--- src/rtl/wiper_stepper.sv ---
module wiper_stepper #(
  parameter int VAL_W = 6,
  parameter int SEL_W = 1
) (
  input  logic             clk,
  input  logic             rst_n,
  input  logic             scl_i,
  input  logic             sda_i,
  input  logic             arm_i,
  input  logic [SEL_W-1:0] arm_sel_i,
  input  logic [VAL_W-1:0] arm_val_i,
  output logic             active_o,
  output logic             upd_o,
  output logic [SEL_W-1:0] upd_sel_o,
  output logic [VAL_W-1:0] upd_val_o
);
  localparam logic [VAL_W-1:0] TOP = {VAL_W{1'b1}};

  logic             scl_q, sda_q, pend, dir;
  logic [VAL_W-1:0] val, nxt;
  logic [SEL_W-1:0] sel;

  wire scl_rise = scl_i & ~scl_q;
  wire scl_fall = ~scl_i & scl_q;
  wire bus_cond = scl_i & scl_q & (sda_i ^ sda_q);

  assign nxt = dir ? ((val == TOP) ? val : val + 1'b1)
                   : ((val == '0)  ? val : val - 1'b1);

  always_ff @(posedge clk) begin
    if (!rst_n) begin
      scl_q    <= 1'b1;
      sda_q    <= 1'b1;
      active_o <= 1'b0;
      pend     <= 1'b0;
      dir      <= 1'b0;
      upd_o    <= 1'b0;
      val      <= '0;
      sel      <= '0;
    end else begin
      scl_q <= scl_i;
      sda_q <= sda_i;
      upd_o <= 1'b0;
      if (arm_i) begin
        active_o <= 1'b1;
        pend     <= 1'b0;
        val      <= arm_val_i;
        sel      <= arm_sel_i;
      end else if (active_o) begin
        if (bus_cond) begin
          active_o <= 1'b0;
          pend     <= 1'b0;
        end else if (scl_rise) begin
          pend <= 1'b1;
          dir  <= sda_i;
        end else if (scl_fall && pend) begin
          pend  <= 1'b0;
          upd_o <= 1'b1;
          val   <= nxt;
        end
      end
    end
  end

  assign upd_val_o = val;
  assign upd_sel_o = sel;
endmodule

--- config.mk ---
export PLATFORM = sky130hd
export DESIGN_NAME = wiper_stepper
export DESIGN_NICKNAME = d
export VERILOG_FILES = /design/src/rtl/wiper_stepper.sv
export SDC_FILE = /design/constraint.sdc
export NUM_CORES = 1
export LEC_CHECK = 0
export BUFFER_PORTS_ARGS = -buffer_cell sky130_fd_sc_hd__buf_2
export CAP_MARGIN = 10
export CORE_MARGIN = 2
export CORE_UTILIZATION = 36
export DETAILED_ROUTE_END_ITERATION = 16
export SLEW_MARGIN = 30
export SYNTH_ARGS = -nofsm -noshare
export SYNTH_HDL_FRONTEND = slang
export SYNTH_SLANG_ARGS = --single-unit
--- constraint.sdc ---
create_clock -name clk -period 4.15 [get_ports clk]
set_clock_uncertainty 0.15 [all_clocks]
set_input_delay 0.415 -clock clk [delete_from_list [all_inputs] [get_ports clk]]
set_output_delay 0.415 -clock clk [all_outputs]
set_load 0.005 [all_outputs]
==> results.md <==
- The power per cell area is slightly below 300 nW/um^2.
- The via count of the routed design is 720.
- The maximum clock insertion buffer count is 2.
- The area of all placed cells without fillers is about 930 um^2.
- The starting density of the core is 0.391.
- In this run the standard cell core region covers 2000 um^2.
- The critical path in this run is classified as flip-flop to flip-flop.
- Across all setup checks in the final design, the least slack found is 2.20 ns.
- The worst flop-to-flop path endpoint is upd_val_o[5].
- The routed design has 1640 um of wire.
- The site row count is 16.
- In this run, the number of DRC markers left after iteration 0 of detailed routing was 21.
- Setup slack on the worst reg-to-reg path comes out at 2.20 ns.
- The post-cts hold buffer count is 0.
- The count of flip-flops with a built-in enable after synthesis is 0.
- The post-layout net count is roughly 130.
- The standby leakage power is 0.421 nW.
- The sink count of the clock tree is 13.
- After clock tree synthesis, the clock-pin slew on the worst setup and hold paths is ~0.09 ns.
- The total power is ~270 uW.
- The first TritonRoute pass finished after 4 iterations.
- The number of global-route vias before repair came to 654.
- The path class of the tightest hold or removal check is primary input to flip-flop.
- The gate count of the mapped netlist is 89.
- The critical path arrival is between 1.5 and 2 ns.
- 21 I/O pins were placed.
- Setup violations remaining at the end of the flow were counted as 0.
- Counting flops and latches in the post-synthesis netlist gives 13.
- The clock period minus final worst setup slack is 1.95 ns.
- The number of resized instances in the post-cts repair step is 0.
- Timing analysis after detailed placement gives a worst setup slack of 2.23 ns.
- The tool flagged a number of max-cap violations equal to 0.
- The cell area after synthesis is just under 800 um^2.
- The layout overhead on the synthesized area is 18.2%.
- The fraction of the cycle the final worst path needs is 0.470.
- The initial antenna violation count is 0.
- For the pin with the worst max-slew slack, the measured transition is approximately 0.36 ns.
- Across the VDD grid, the largest voltage drop is between 0.2 and 0.25 mV.
- For the worst-skew pair, the clock arrives at the later sink with an insertion delay of 0.28 ns.
- In the global route stage, overall resource usage came out at 0.145.
- In the final layout, the share of cells above drive strength 1 is 0.252.
- After synthesis, the mean cell area works out to 8.80 um^2.
- The overall die area is 2560 um^2.
- The post-synthesis cell type count is 35.
- The total inserted antenna cells is 0.
- The number of warnings reported in the yosys synthesis log is 0.
- The count of endpoints failing hold in the final timing report is 0.
- In this run the tightest slew margin relative to its limit is 0.759.
- Dividing the detail-routed wire length by the instance count gives 11.9 um.
- The maximum fanout along the worst path is 6.
- The aggregate global routing overflow is 0.
- The maximum frequency from static timing analysis is 513 MHz.
- The number of cells on the worst reg-to-reg path is 7.
- The count of antenna-violating nets left after detailed routing is 0.
- The CTS tree is done.
- The sum of negative setup slack is 0 ns.
- The flow ran to the end, and the final reports show no timing, DRC or antenna violations.
- Input and output buffers added on the ports amount to 20.
- Counting every net in the synthesized netlist gives around 110.
- In this run the post-CTS setup repair buffer count came out at 0.
- The nature of the critical path endpoint is a flip-flop.
- After detailed routing, the number of remaining DRC violations is 0.
- The standard cell area after detailed placement is 898 um^2.
- The largest net degree at the start of global routing is 14.
- The floorplan step set the die height to slightly above 50 um.
- Clock tree synthesis inserted a total of 3 buffers.
- The buffer type at the clock tree root is sky130_fd_sc_hd__clkbuf_4.
- The most used flip-flop cell after synthesis is sky130_fd_sc_hd__dfxtp_1.
- The ratio of routed vias to standard cells is 5.22.
- The kind of start point of the critical path is a flip-flop.
- The proportion of register bits with asynchronous set or reset after synthesis is 0.
- Routability-driven placement finished with a final weighted congestion of 0.819.
- The final count of pins violating max slew came to 0.
- The first global-routing pass estimated 2850 um of wire.
- Setup repair after global routing left no endpoint under its margin.
- The sum of net half-perimeters after detailed placement is approximately 1300 um.
- The critical path required time is 4.16 ns.
- The startpoint of the worst register-to-register path is dir.
- The overall die width is slightly above 50 um.
- Of the synthesized area, sequential elements account for 0.332.
- The H-tree level count is 1.
- In this run the worst setup path terminates at upd_val_o[5].
- The source of the critical timing path is dir.
==> cells in the mapped netlist (all sizes together) (2+ instances only) <==
cell,count,area share
xnor2,2,0.022
nand2b,3,0.024
nor3,3,0.019
a31oi,2,0.016
ha,4,0.064
a211o,2,0.022
nand2,6,0.029
inv,3,0.014
a21o,3,0.029
xor2,3,0.034
nor2b,4,0.032
a21oi,6,0.043
nand3,5,0.032
nor2,4,0.019
o221ai,2,0.022
o21ai,8,0.056
dfxtp,13,0.33
==> where the power goes <==
part | switching (mW) | total [mW] | internal, mW
clock | 0.0429 | 0.0786 | 0.0357
combinational | 0.0262 | 0.0541 | 0.0279
sequential | 0.00903 | 0.140 | 0.131
==> cell type report <==
class / instances / area [um^2]
Clock buffer: 3 / 22.5
Clock inverter: 1 / 5.00
Fill cell: 220 / 1080
Inverter: 3 / 11.3
Multi-Input combinational cell: 71 / 493
Sequential cell: 13 / 260
Tap cell: 27 / 33.8
Timing Repair Buffer: 20 / 100
==> placed cells by master (no fill, tap or decap) <==
master                     count
sky130_fd_sc_hd__o211a_1       1
sky130_fd_sc_hd__clkinv_2      1
sky130_fd_sc_hd__a22o_1        1
sky130_fd_sc_hd__nand2b_1      3
sky130_fd_sc_hd__nor4_2        1
sky130_fd_sc_hd__a21oi_1       5
sky130_fd_sc_hd__nand3_1       5
sky130_fd_sc_hd__nor2b_1       4
sky130_fd_sc_hd__o21bai_1      1
sky130_fd_sc_hd__xnor2_1       2
sky130_fd_sc_hd__a22oi_1       1
sky130_fd_sc_hd__dfxtp_1      13
sky130_fd_sc_hd__a31oi_1       2
sky130_fd_sc_hd__nand4_1       1
sky130_fd_sc_hd__inv_1         3
sky130_fd_sc_hd__nor3_1        3
sky130_fd_sc_hd__and4_1        1
sky130_fd_sc_hd__or2b_2        1
sky130_fd_sc_hd__a211oi_1      1
sky130_fd_sc_hd__o221ai_1      2
sky130_fd_sc_hd__and2_1        1
sky130_fd_sc_hd__fa_1          1
sky130_fd_sc_hd__nor2_1        4
sky130_fd_sc_hd__ha_1          4
sky130_fd_sc_hd__xor2_1        3
sky130_fd_sc_hd__nand4b_1      1
sky130_fd_sc_hd__nand2_1       6
sky130_fd_sc_hd__buf_2        20
sky130_fd_sc_hd__clkbuf_4      3
sky130_fd_sc_hd__a211o_1       2
sky130_fd_sc_hd__mux2i_1       1
sky130_fd_sc_hd__o211ai_1      1
sky130_fd_sc_hd__a21oi_2       1
sky130_fd_sc_hd__o21ai_0       7
sky130_fd_sc_hd__o21ai_2       1
sky130_fd_sc_hd__a21o_1        3
==> how the worst min path moves through the flow <==
stage	from	end	slack (ns)	cells after the start
3_5_place_dp	upd_sel_o	upd_sel_o	0.36	2
5_1_grt	arm_val_i[1]	upd_val_o[1]	0.21	3
3_3_place_gp	upd_sel_o	upd_sel_o	0.34	2
2_1_floorplan	rst_n	scl_q	0.34	1
6_report	arm_val_i[1]	upd_val_o[1]	0.20	3
4_1_cts	arm_val_i[1]	upd_val_o[1]	0.20	3
==> cell families (layout without fill, tap and decap cells) <==
logic type	Yosys count	in the layout	share of synthesized area
AOI/OAI and AO/OA	29	29	0.251
muxes	1	1	0.0128
buffers and inverters	5	27	0.0383
xor gates and xnor gates	5	5	0.0559
DFF	13	13	0.332
and+or+nand+nor	31	31	0.220
adders and majority gates	5	5	0.0895
==> critical path, stage by stage, from the launching register on <==
cell and delay (ns):
sky130_fd_sc_hd__dfxtp_1 0.40, sky130_fd_sc_hd__inv_1 0.15, sky130_fd_sc_hd__ha_1 0.32, sky130_fd_sc_hd__a211o_1 0.30, sky130_fd_sc_hd__o211ai_1 0.15, sky130_fd_sc_hd__o21ai_0 0.14, sky130_fd_sc_hd__o21bai_1 0.15, sky130_fd_sc_hd__a21oi_1 0.07
==> through the flow <==
| step | hold WS (ns) | instances | utilization |
|---|---|---|---|
| 2_1_floorplan | 0.338 | 89 | - |
| 3_3_place_gp | 0.344 | 134 | 0.449 |
| 3_5_place_dp | 0.361 | 134 | 0.449 |
| 4_1_cts | 0.197 | 138 | 0.463 |
| 5_1_grt | 0.213 | 138 | 0.463 |
| 6_report | 0.200 | 138 | 0.463 |
==> sequential cells by signal, indices dropped and copies added, names as in the netlist <==
signal,count
scl_q,1
pend,1
sda_q,1
active_o,1
dir,1
upd_val_o,6
upd_o,1
upd_sel_o,1
==> routing by layer <==
metal	up-vias	routed length, um	GRT usage	share of wire
li1	371	-	-	-
met1	327	773	0.187	0.47
met5	-	0	0	0
met2	22	733	0.230	0.45
met3	0	128	0.0655	0.078
met4	0	0	0.0135	0
Note: power is estimated with default switching activity, not from simulation.
